--- config.mk ---
export PLATFORM = sky130hd
export DESIGN_NAME = int_exec_unit
export DESIGN_NICKNAME = d
export VERILOG_FILES = /design/src/rtl/iex_pkg.sv /design/src/rtl/iex_decode.sv /design/src/rtl/iex_operand.sv /design/src/rtl/iex_addsub.sv /design/src/rtl/iex_shifter.sv /design/src/rtl/int_exec_unit.sv
export SDC_FILE = /design/constraint.sdc
export NUM_CORES = 1
export LEC_CHECK = 0
export ABC_AREA = 1
export BUFFER_PORTS_ARGS = -buffer_cell sky130_fd_sc_hd__buf_2
export CAP_MARGIN = 20
export CORE_MARGIN = 2
export CORE_UTILIZATION = 40
export DETAILED_ROUTE_END_ITERATION = 7
export SYNTH_ARGS = -nofsm -noshare
export SYNTH_HDL_FRONTEND = slang
export SYNTH_SLANG_ARGS = --single-unit
--- constraint.sdc ---
create_clock -name vclk -period 9.75
set_input_delay 0.4875 -clock vclk [all_inputs]
set_output_delay 0.4875 -clock vclk [all_outputs]
set_load 0.02 [all_outputs]
--- src/rtl/iex_pkg.sv ---
package iex_pkg;

  localparam int OPC_W = 6;

  // primary opcodes
  localparam logic [OPC_W-1:0] OPC_REG   = 6'h00;
  localparam logic [OPC_W-1:0] OPC_ADDT  = 6'h08;
  localparam logic [OPC_W-1:0] OPC_ADDW  = 6'h09;
  localparam logic [OPC_W-1:0] OPC_LTI   = 6'h0A;
  localparam logic [OPC_W-1:0] OPC_ANDI  = 6'h0C;
  localparam logic [OPC_W-1:0] OPC_ORI   = 6'h0D;
  localparam logic [OPC_W-1:0] OPC_UPPER = 6'h0F;

  // function codes under OPC_REG
  localparam logic [OPC_W-1:0] FN_SHL  = 6'h00;
  localparam logic [OPC_W-1:0] FN_SHRL = 6'h02;
  localparam logic [OPC_W-1:0] FN_SHRA = 6'h03;
  localparam logic [OPC_W-1:0] FN_ADDT = 6'h20;
  localparam logic [OPC_W-1:0] FN_ADDW = 6'h21;
  localparam logic [OPC_W-1:0] FN_SUBT = 6'h22;
  localparam logic [OPC_W-1:0] FN_SUBW = 6'h23;
  localparam logic [OPC_W-1:0] FN_AND  = 6'h24;
  localparam logic [OPC_W-1:0] FN_OR   = 6'h25;
  localparam logic [OPC_W-1:0] FN_XOR  = 6'h26;
  localparam logic [OPC_W-1:0] FN_NOR  = 6'h27;
  localparam logic [OPC_W-1:0] FN_LT   = 6'h2A;

  typedef enum logic [3:0] {
    K_ADD, K_SUB, K_AND, K_OR, K_XOR, K_NOR,
    K_SLT, K_SHL, K_SHRL, K_SHRA, K_UPPER
  } kind_e;

  typedef struct packed {
    logic  legal;
    kind_e kind;
    logic  use_imm;
    logic  imm_signed;
    logic  trap_en;
    logic  dst_is_rt;
  } ctl_t;

endpackage

--- src/rtl/iex_decode.sv ---
module iex_decode
  import iex_pkg::*;
(
  input  logic [OPC_W-1:0] op_i,
  input  logic [OPC_W-1:0] fn_i,
  output ctl_t             ctl_o
);

  ctl_t reg_ctl;
  ctl_t imm_ctl;

  // register-register forms
  always_comb begin
    reg_ctl            = '0;
    reg_ctl.kind       = K_ADD;
    reg_ctl.legal      = 1'b1;
    unique case (fn_i)
      FN_ADDT: begin reg_ctl.kind = K_ADD;  reg_ctl.trap_en = 1'b1; end
      FN_ADDW:       reg_ctl.kind = K_ADD;
      FN_SUBT: begin reg_ctl.kind = K_SUB;  reg_ctl.trap_en = 1'b1; end
      FN_SUBW:       reg_ctl.kind = K_SUB;
      FN_AND:        reg_ctl.kind = K_AND;
      FN_OR:         reg_ctl.kind = K_OR;
      FN_XOR:        reg_ctl.kind = K_XOR;
      FN_NOR:        reg_ctl.kind = K_NOR;
      FN_LT:         reg_ctl.kind = K_SLT;
      FN_SHL:        reg_ctl.kind = K_SHL;
      FN_SHRL:       reg_ctl.kind = K_SHRL;
      FN_SHRA:       reg_ctl.kind = K_SHRA;
      default:       reg_ctl.legal = 1'b0;
    endcase
  end

  // immediate forms
  always_comb begin
    imm_ctl           = '0;
    imm_ctl.kind      = K_ADD;
    imm_ctl.legal     = 1'b1;
    imm_ctl.use_imm   = 1'b1;
    imm_ctl.dst_is_rt = 1'b1;
    unique case (op_i)
      OPC_ADDT: begin
        imm_ctl.kind       = K_ADD;
        imm_ctl.imm_signed = 1'b1;
        imm_ctl.trap_en    = 1'b1;
      end
      OPC_ADDW: begin
        imm_ctl.kind       = K_ADD;
        imm_ctl.imm_signed = 1'b1;
      end
      OPC_LTI: begin
        imm_ctl.kind       = K_SLT;
        imm_ctl.imm_signed = 1'b1;
      end
      OPC_ANDI:  imm_ctl.kind = K_AND;
      OPC_ORI:   imm_ctl.kind = K_OR;
      OPC_UPPER: imm_ctl.kind = K_UPPER;
      default: begin
        imm_ctl.legal     = 1'b0;
        imm_ctl.dst_is_rt = 1'b0;
      end
    endcase
  end

  assign ctl_o = (op_i == OPC_REG) ? reg_ctl : imm_ctl;

endmodule

--- src/rtl/iex_operand.sv ---
module iex_operand #(
  parameter int DATA_W = 32,
  parameter int IMM_W  = 16
) (
  input  logic [DATA_W-1:0] rt_val_i,
  input  logic [IMM_W-1:0]  imm_i,
  input  logic              use_imm_i,
  input  logic              imm_signed_i,
  output logic [DATA_W-1:0] opb_o
);

  localparam int PAD_W = DATA_W - IMM_W;

  logic              fill;
  logic [DATA_W-1:0] imm_ext;

  assign fill    = imm_signed_i & imm_i[IMM_W-1];
  assign imm_ext = {{PAD_W{fill}}, imm_i};
  assign opb_o   = use_imm_i ? imm_ext : rt_val_i;

endmodule

--- src/rtl/iex_addsub.sv ---
module iex_addsub #(
  parameter int DATA_W = 32
) (
  input  logic [DATA_W-1:0] a_i,
  input  logic [DATA_W-1:0] b_i,
  input  logic              sub_i,
  output logic [DATA_W-1:0] sum_o,
  output logic              ovf_o,
  output logic              lt_o
);

  localparam int MSB = DATA_W - 1;

  logic [DATA_W-1:0] b_eff;

  // one adder serves add, subtract and compare
  assign b_eff = sub_i ? ~b_i : b_i;
  assign sum_o = a_i + b_eff + {{(DATA_W-1){1'b0}}, sub_i};

  // operands agree in sign (after inversion), result disagrees
  assign ovf_o = (a_i[MSB] == b_eff[MSB]) && (sum_o[MSB] != a_i[MSB]);

  // signed less-than: sign of difference corrected by overflow
  assign lt_o  = sum_o[MSB] ^ ovf_o;

endmodule

--- src/rtl/iex_shifter.sv ---
module iex_shifter #(
  parameter int DATA_W = 32,
  parameter int SH_W   = $clog2(DATA_W)
) (
  input  logic [DATA_W-1:0] val_i,
  input  logic [SH_W-1:0]   amt_i,
  input  logic              left_i,
  input  logic              arith_i,
  output logic [DATA_W-1:0] res_o
);

  function automatic logic [DATA_W-1:0] flip(input logic [DATA_W-1:0] v);
    logic [DATA_W-1:0] r;
    for (int i = 0; i < DATA_W; i++) r[i] = v[DATA_W-1-i];
    return r;
  endfunction

  logic              fill;
  logic [DATA_W-1:0] stage [0:SH_W];

  // left shifts run through the right shifter on a mirrored word
  assign fill     = arith_i & ~left_i & val_i[DATA_W-1];
  assign stage[0] = left_i ? flip(val_i) : val_i;

  for (genvar s = 0; s < SH_W; s++) begin : g_stage
    localparam int STEP = 1 << s;
    assign stage[s+1] = amt_i[s] ? {{STEP{fill}}, stage[s][DATA_W-1:STEP]}
                                 : stage[s];
  end

  assign res_o = left_i ? flip(stage[SH_W]) : stage[SH_W];

endmodule

--- src/rtl/int_exec_unit.sv ---
module int_exec_unit
  import iex_pkg::*;
#(
  parameter int DATA_W = 32,
  parameter int IMM_W  = 16,
  parameter int IDX_W  = 5,
  parameter int SH_W   = $clog2(DATA_W)
) (
  input  logic [OPC_W-1:0]  op_i,
  input  logic [OPC_W-1:0]  fn_i,
  input  logic [SH_W-1:0]   sa_i,
  input  logic [IDX_W-1:0]  rd_idx_i,
  input  logic [IDX_W-1:0]  rt_idx_i,
  input  logic [DATA_W-1:0] rs_val_i,
  input  logic [DATA_W-1:0] rt_val_i,
  input  logic [IMM_W-1:0]  imm_i,
  output logic [DATA_W-1:0] result_o,
  output logic [IDX_W-1:0]  wr_idx_o,
  output logic              wr_en_o,
  output logic              ovf_trap_o,
  output logic              illegal_o
);

  localparam int LOW_W = DATA_W - IMM_W;

  ctl_t              ctl;
  logic [DATA_W-1:0] opb;
  logic [DATA_W-1:0] sum;
  logic              ovf;
  logic              lt;
  logic [DATA_W-1:0] shifted;
  logic [DATA_W-1:0] value;
  logic              is_sub;
  logic              trap_hit;

  iex_decode u_dec (
    .op_i  (op_i),
    .fn_i  (fn_i),
    .ctl_o (ctl)
  );

  iex_operand #(.DATA_W(DATA_W), .IMM_W(IMM_W)) u_opnd (
    .rt_val_i     (rt_val_i),
    .imm_i        (imm_i),
    .use_imm_i    (ctl.use_imm),
    .imm_signed_i (ctl.imm_signed),
    .opb_o        (opb)
  );

  assign is_sub = (ctl.kind == K_SUB) || (ctl.kind == K_SLT);

  iex_addsub #(.DATA_W(DATA_W)) u_add (
    .a_i   (rs_val_i),
    .b_i   (opb),
    .sub_i (is_sub),
    .sum_o (sum),
    .ovf_o (ovf),
    .lt_o  (lt)
  );

  iex_shifter #(.DATA_W(DATA_W), .SH_W(SH_W)) u_shf (
    .val_i   (opb),
    .amt_i   (sa_i),
    .left_i  (ctl.kind == K_SHL),
    .arith_i (ctl.kind == K_SHRA),
    .res_o   (shifted)
  );

  always_comb begin
    unique case (ctl.kind)
      K_ADD, K_SUB:         value = sum;
      K_AND:                value = rs_val_i & opb;
      K_OR:                 value = rs_val_i | opb;
      K_XOR:                value = rs_val_i ^ opb;
      K_NOR:                value = ~(rs_val_i | opb);
      K_SLT:                value = {{(DATA_W-1){1'b0}}, lt};
      K_SHL, K_SHRL, K_SHRA: value = shifted;
      K_UPPER:              value = {imm_i, {LOW_W{1'b0}}};
      default:              value = '0;
    endcase
  end

  assign trap_hit   = ctl.legal && ctl.trap_en && ovf;
  assign result_o   = ctl.legal ? value : '0;
  assign wr_idx_o   = ctl.dst_is_rt ? rt_idx_i : rd_idx_i;
  assign ovf_trap_o = trap_hit;
  assign illegal_o  = ~ctl.legal;
  assign wr_en_o    = ctl.legal && !trap_hit && (wr_idx_o != '0);

endmodule

==> impl_results.md, run 1 <==
- Initial DRC Count: 1199
- Critical path required time: 9.26 ns
- Remaining routing DRC violations: 21
- Number of distinct library cells after synthesis: 50
- Worst relative slew slack: 30.5%
- Number of buffers inserted to repair setup after CTS: 0
- Sequential cell count: 0
- Class of the tightest hold or removal check: in -> out
- Area enclosed by the die boundary: 21400 um^2
- Antenna violations before repair: 1
- Violated checks: design-rule violations
- CP max stage cell: sky130_fd_sc_hd__nand2_2
- Clock buffers: 0
- Commonest cells after routing, fill and taps aside: sky130_fd_sc_hd__nand2_1 (403), sky130_fd_sc_hd__nand3_1 (341), sky130_fd_sc_hd__inv_1 (162)
- Average size of a mapped cell: 5.35 um^2
- Element type at the critical path start: input port
- Total global-route track usage: 32.6%
- Area used by sequential logic in the layout: 0 um^2
- Critical path peak fanout: 31
- Final Hold Viols: 0
- Launch point of the critical path: op_i[0]
- Final critical delay including setup and external delays: 6.26 ns
- Synthesis-to-layout area growth: 8.83%
- Width of the chip: 146 um
- Number of placement rows: 52
- Endpoint arrival time on the critical path: 5.77 ns
- Register area share after synthesis: 0%
- Final setup TNS: 0 ns
- Worst Setup End Kind: primary output
- Cells after synthesis: 1513
- Final number of setup-violating endpoints: 0
- Die H: 146 um
- Critical Path Sink: result_o[30]
- Most numerous cell on the critical path: sky130_fd_sc_hd__nand2_1
- Critical Path Max Stage Delay: 0.48 ns
- Dpl hpwl: 29600 um
- Unrepaired setup endpoints after global routing: false
- IO buf count: 147
- Global-route wire length before repair: 55400 um
- Total routed wirelength: 36400 um
- Period Utilization, post-route: 64.2%
- Outcome: finished, violations left
- Type of the worst setup path: in -> out
- Number of global-route vias before repair: 9807
- Average routed wire per standard cell: 19.6 um
- Antenna Violating Nets Remaining: 0
- Pin count of the biggest net entering global routing: 38
- Max-slew violation count: 0
- Fmax: 160 MHz
- DR vias: 11.0k
- Non-filler instance count after layout: 1859
- Number of vias per cell after detailed routing: 5.92
- Number of warnings issued by yosys: 0
- CTS resizes: 0
- Initial DRT Pass Iterations: 8
- Maximum Capacitance Violations: 0
- Syn_nets: 1723
- Grt total ovfl: 0
- Initial core utilization: 40.4%
- Most common cell after layout, fill and taps aside: sky130_fd_sc_hd__nand2_1
- Netlist area before placement: 8100 um^2
- Layout Nets: 1800
- Share of final-layout standard cells stronger than drive strength 1: 11.6%
- Io pins: 147
- Final std cell area, no fill: 8820 um^2
- Area inside the core boundary: 20000 um^2
- Placed instance count: 1858
- Hold buffer count at cts: 0
- Total cell area at the placement stage: 8810 um^2
- Measured slew at the worst slew-check pin: 1.04 ns
- Last weighted congestion value of the routability-driven placer: 1.05
==> final cells by class <==
cell class | instances | area, um^2
Tap cell | 270 | 338
Antenna cell | 1 | 2.50
Timing Repair Buffer | 152 | 773
Multi-Input combinational cell | 1263 | 7050
Inverter | 173 | 654
Fill cell | 2353 | 11200
==> worst min path at each step <==
stage / end / slack [ns] / cells past startpoint / from
floorplan: wr_idx_o[4] / 1.16 / 2 / rd_idx_i[4]
global placement: wr_idx_o[3] / 1.31 / 4 / rd_idx_i[3]
detailed placement: wr_idx_o[4] / 1.32 / 4 / rt_idx_i[4]
CTS: wr_idx_o[4] / 1.32 / 4 / rd_idx_i[4]
global route: wr_idx_o[3] / 1.33 / 4 / rd_idx_i[3]
finish: wr_idx_o[3] / 1.32 / 4 / rd_idx_i[3]
==> synth_stat cells, types with 16 or more instances <==
cell | number | area [um^2]
sky130_fd_sc_hd__a21oi_1 | 65 | 325
sky130_fd_sc_hd__buf_2 | 24 | 120
sky130_fd_sc_hd__clkbuf_1 | 27 | 101
sky130_fd_sc_hd__ha_1 | 102 | 1280
sky130_fd_sc_hd__inv_1 | 162 | 608
sky130_fd_sc_hd__nand2_1 | 403 | 1510
sky130_fd_sc_hd__nand3_1 | 341 | 1710
sky130_fd_sc_hd__nand4_1 | 34 | 213
sky130_fd_sc_hd__nor2_1 | 90 | 338
sky130_fd_sc_hd__nor3_1 | 16 | 80.1
sky130_fd_sc_hd__o21ai_0 | 50 | 250
sky130_fd_sc_hd__xor2_1 | 33 | 289
==> logic make-up after synthesis <==
kind of cell	count (synthesis)	synth area share (%)
mux	1	0.124
simple gates	918	51.2
buf+inv	250	13.0
compound gates	205	15.8
xor+xnor	36	3.89
fa+ha+maj	103	16.0
==> worst max-delay path, delay by kind of cell <==
kind,cells,cell delay (ns)
simple gates,19,2.63
fa+ha+maj,1,0.35
compound gates,3,0.52
xor+xnor,1,0.25
buf+inv,9,1.45
==> per-stage QoR <==
stage	utilization, %	setup slack, ns	hold slack (ns)
after floorplan	-	5.39	1.16
after global placement	44.0	3.80	1.31
after detailed placement	44.0	3.65	1.32
after CTS	44.0	3.63	1.32
after global routing	44.0	2.97	1.33
final	44.0	3.49	1.32
==> metal layers <==
metal  track usage (%)  vias up  wire length (um)
li1                  -     5272                 -
met1              43.5     5039             15100
met2              53.5      587             16200
met3              3.38      103              3160
met4              13.9        0              1930
met5                 0        -                 0
==> inputs of run 2 (changes only) <==
==> constraint.sdc (replaced) <==
create_clock -name vclk -period 5.83
set_input_delay 0.2915 -clock vclk [all_inputs]
set_output_delay 0.2915 -clock vclk [all_outputs]
set_load 0.02 [all_outputs]
==> run 2 against run 1 <==
The flow now finishes without violations. Via count about the same. Global-route usage up 0.090 points. Sequential share of layout area unchanged. Core utilization up 0.30 points. Non-clock buffer count up 8. Sequential cell count unchanged. Final cell count up 0.38%. Count of clock-buffer cells in the layout unchanged. Critical path depth down 8. Die area unchanged. Largest cell class unchanged.
==> impl_results.md, run 2 (synthesis gave the netlist of run 1 again) <==
- Final Hold Viols: 0
- Family with the most delay on the worst path: simple AND/OR/NAND/NOR gates
- Total routed wirelength: 36700 um
- Die H: 146 um
- Worst Hold Margin: 0.918 ns
- Endpoint arrival time on the critical path: 5.04 ns
- Class of the tightest hold or removal check: in -> out
- CP max stage cell: sky130_fd_sc_hd__nor4_1
- Layout Nets: 1808
- Remaining routing DRC violations: 0
- Switch share: 68.6%
- NetSw: 464 uW
- Last weighted congestion value of the routability-driven placer: 1.03
- Power per standard cell area: 76.2 nW/um^2
- Initial DRC Count: 1530
- Element type at the critical path start: input port
- Type of the worst setup path: in -> out
- Dpl hpwl: 29800 um
- Global-route wire length before repair: 55600 um
- Antenna violations before repair: 0
- Commonest cells after routing, fill and taps aside: sky130_fd_sc_hd__nand2_1 (402), sky130_fd_sc_hd__nand3_1 (341), sky130_fd_sc_hd__inv_1 (162)
- IO buf count: 147
- Period Utilization, post-route: 91.5%
- Initial core utilization: 40.4%
- Power Internal: 213 uW
- Diodes inserted: 0
- Total global-route track usage: 32.7%
- Number of vias per cell after detailed routing: 5.89
- Share of final-layout standard cells stronger than drive strength 1: 12.2%
- Clock buffers: 0
- Most numerous cell on the critical path: sky130_fd_sc_hd__nand2_1
- Register share of total power: 0%
- Outcome: finished, final reports clean
- Maximum Capacitance Violations: 0
- Worst path buffer plus inverter count: 5
- Pin count of the biggest net entering global routing: 38
- DR vias: 11.0k
- Final critical delay including setup and external delays: 5.33 ns
- Area inside the core boundary: 20000 um^2
- Worst IR Drop VDD: 38.4 uV
- Antenna Violating Nets Remaining: 0
- Gate power share: 100.0%
- Initial DRT Pass Iterations: 5
- Fmax: 188 MHz
- Number of global-route vias before repair: 9892
- Io pins: 147
- Max-slew violation count: 0
- Sequential cell count: 0
- Area enclosed by the die boundary: 21400 um^2
- Final number of setup-violating endpoints: 0
- Area used by sequential logic in the layout: 0 um^2
- Hold buffer count at cts: 0
- Width of the chip: 146 um
- Clock network power share: 0%
- Synthesis-to-layout area growth: 9.58%
- Critical path required time: 5.54 ns
- Most common cell after layout, fill and taps aside: sky130_fd_sc_hd__nand2_1
- Worst relative slew slack: 28.8%
- Number of placement rows: 52
- Unrepaired setup endpoints after global routing: false
- Average routed wire per standard cell: 19.6 um
- Worst Setup End Kind: primary output
- Leak: 0.00500 uW
- Final setup TNS: 0 ns
- Critical Path Max Stage Delay: 0.44 ns
- Critical path peak fanout: 32
- Grt total ovfl: 0
- Measured slew at the worst slew-check pin: 1.07 ns
==> run 2: per-stage QoR <==
stage          total power [uW]  cells  setup WS, ns  area, um^2  util [%]
2_1_floorplan               431   1513          1.86        8100         -
3_3_place_gp                656   1866         0.455        8870      44.3
3_5_place_dp                657   1866         0.496        8870      44.3
4_1_cts                     660   1866         0.485        8870      44.3
5_1_grt                     740   1866         0.171        8880      44.3
6_report                    677   1866         0.497        8880      44.3
==> run 2: power by group through the flow <==
| stage | sequential, uW | combinational (uW) | clock [uW] |
|---|---|---|---|
| after floorplan | 0 | 431 | 0 |
| after global placement | 0 | 656 | 0 |
| after detailed placement | 0 | 657 | 0 |
| after CTS | 0 | 660 | 0 |
| after global routing | 0 | 740 | 0 |
| final | 0 | 677 | 0 |
==> run 2: timing repair <==
| action | in CTS | in global routing |
|---|---|---|
| hold endpoints to repair | 0 | 0 |
| gates resized for setup | 0 | 1 |
| setup buffers | 0 | 0 |
| setup endpoints to repair | 0 | 1 |
==> run 2: cell type report <==
cell class	instances	area (um^2)
inverters	173	654
well taps	270	338
repair buffers	160	833
multi-input cells	1263	7050
fillers	2370	11200
==> run 2: metal layers <==
layer / global-route usage [%] / up-vias / share of wire [%]
met5: 0 / - / 0
met4: 15.4 / 0 / 5.9
met3: 3.41 / 99 / 8.3
met2: 52.9 / 520 / 43
met1: 43.6 / 5075 / 42
li1: - / 5304 / -
==> run 2: worst paths after layout <==
kind,start,end,slack [ns],cells past startpoint
worst max-delay path,op_i[3],result_o[26],0.50,25
worst min-delay path,rd_idx_i[3],wr_idx_o[3],0.92,4
Power figures use the tool's default switching activity.
==> inputs of run 3 (changes only) <==
--- a/config.mk
+++ b/config.mk
@@ -8,6 +8,7 @@
 export ABC_AREA = 1
 export BUFFER_PORTS_ARGS = -buffer_cell sky130_fd_sc_hd__buf_2
 export CAP_MARGIN = 20
+export CORE_ASPECT_RATIO = 0.8
 export CORE_MARGIN = 2
 export CORE_UTILIZATION = 40
 export DETAILED_ROUTE_END_ITERATION = 7
==> run 3 against run 2 <==
Core utilization increased by 0.65 points. Design area increased by 0.54%. Global-route usage increased by 0.58 points. Worst setup slack improved by 0.015 ns. Die area about the same. Non-clock buffer count increased by 5. First-iteration DRC count decreased by 0.65%. Largest cell class unchanged.
==> impl_results.md, run 3 (synthesis gave the netlist of run 1 again) <==
- Layout Nets: 1813
- Total global-route track usage: 33.3%
- Final number of setup-violating endpoints: 0
- Diodes inserted: 0
- Area used by sequential logic in the layout: 0 um^2
- Grt total ovfl: 0
- Number of vias per cell after detailed routing: 5.92
- IO buf count: 147
- Commonest cells after routing, fill and taps aside: sky130_fd_sc_hd__nand2_1 (403), sky130_fd_sc_hd__nand3_1 (341), sky130_fd_sc_hd__inv_1 (162)
- Worst Hold Margin: 0.920 ns
- Area enclosed by the die boundary: 21400 um^2
- Final Hold Viols: 0
- Critical path required time: 5.54 ns
- Hold buffer count at cts: 0
- Global-route wire length before repair: 55500 um
- Type of the worst setup path: in -> out
- Combined area of the multi-input logic cells: 7050 um^2
- Share of final-layout standard cells stronger than drive strength 1: 12.4%
- Overall power: 715 uW
- Number of placement rows: 46
- Die H: 131 um
- Maximum Capacitance Violations: 0
- Leak: 0.00504 uW
- Worst hold start: rd_idx_i[3]
- Final critical delay including setup and external delays: 5.32 ns
- Placed instance count: 1864
- Pin count of the biggest net entering global routing: 38
- Clock buffers: 0
- DR vias: 11.0k
- Element type at the critical path start: input port
- Period Utilization, post-route: 91.2%
- Area inside the core boundary: 19900 um^2
- Initial DRC Count: 1520
- Sequential cell count: 0
- CTS resizes: 0
- Worst relative slew slack: 25.4%
- Measured slew at the worst slew-check pin: 1.12 ns
- Most common cell after layout, fill and taps aside: sky130_fd_sc_hd__nand2_1
- Fmax: 188 MHz
- Worst IR Drop VDD: 26.9 uV
- Antenna violations before repair: 0
- Hold Path Cell Cnt: 4
- Power per standard cell area: 80.1 nW/um^2
- Class of the tightest hold or removal check: in -> out
- Dpl hpwl: 30400 um
- Unrepaired setup endpoints after global routing: false
- Final setup TNS: 0 ns
- Remaining routing DRC violations: 0
- Number of buffers inserted to repair setup after CTS: 0
- Endpoint arrival time on the critical path: 5.03 ns
- Filler Cell Count: 2272
- Outcome: finished, final reports clean
- Antenna Violating Nets Remaining: 0
- Max-slew violation count: 0
- Average routed wire per standard cell: 20.0 um
- Launch point of the critical path: op_i[0]
- Non-filler instance count after layout: 1865
- Initial DRT Pass Iterations: 7
- Synthesis-to-layout area growth: 10.2%
- Io pins: 147
- Number of global-route vias before repair: 9631
- Critical path peak fanout: 32
- Last weighted congestion value of the routability-driven placer: 1.06
- Width of the chip: 163 um
- Worst Setup End Kind: primary output
- Initial core utilization: 40.8%
- Total routed wirelength: 37300 um
run 3: changes by cell type in the layout (fill, tap and decap cells not counted), sizes merged:
cell  delta
buf      +5
run 3: worst paths after layout:
path                  endpoint  slack, ns
hold / removal     wr_idx_o[3]       0.92
setup / recovery  result_o[24]       0.51
run 3: cell type report:
| cell class | count | area share [%] |
|---|---|---|
| inverters | 173 | 7.33 |
| well taps | 264 | 3.70 |
| repair buffers | 165 | 9.98 |
| multi-input cells | 1263 | 79.0 |
run 3: worst max-delay path, stage by stage:
cell	delay, ns
sky130_fd_sc_hd__buf_2	0.12
sky130_fd_sc_hd__nor2_2	0.18
sky130_fd_sc_hd__nand3_4	0.11
sky130_fd_sc_hd__buf_4	0.25
sky130_fd_sc_hd__nor2_2	0.27
sky130_fd_sc_hd__nor2_8	0.14
sky130_fd_sc_hd__nor2_1	0.19
sky130_fd_sc_hd__nand2_1	0.09
sky130_fd_sc_hd__nand2_1	0.10
sky130_fd_sc_hd__buf_4	0.46
sky130_fd_sc_hd__xor2_1	0.18
sky130_fd_sc_hd__ha_1	0.38
sky130_fd_sc_hd__nand2_1	0.17
sky130_fd_sc_hd__nor4_1	0.31
sky130_fd_sc_hd__a21oi_1	0.19
sky130_fd_sc_hd__o21ai_0	0.29
sky130_fd_sc_hd__nand2_1	0.11
sky130_fd_sc_hd__o21ai_0	0.24
sky130_fd_sc_hd__a21oi_1	0.12
sky130_fd_sc_hd__nor3_1	0.39
sky130_fd_sc_hd__nand3_1	0.13
sky130_fd_sc_hd__nand2_1	0.07
sky130_fd_sc_hd__inv_1	0.04
sky130_fd_sc_hd__buf_2	0.15
run 3: routing by layer:
layer  routed length [um]  up-vias  track usage (%)
li1                     -     5302                -
met1                16100     4945             48.4
met2                14700      724             47.2
met3                 5160       65             8.68
met4                 1340        0             10.2
met5                    0        -                0
run 3: power breakdown:
group	total, uW	internal, uW	switching, uW
clock network	0	0	0
logic	715	222	493
registers	0	0	0
run 3: stage by stage:
step	setup slack [ns]	instance area (um^2)	utilization, %
after floorplan	1.86	8100	-
after global placement	0.708	8900	44.8
after CTS	0.606	8900	44.8
after global routing	0.162	8920	44.9
after detailed placement	0.632	8900	44.8
final	0.512	8920	44.9
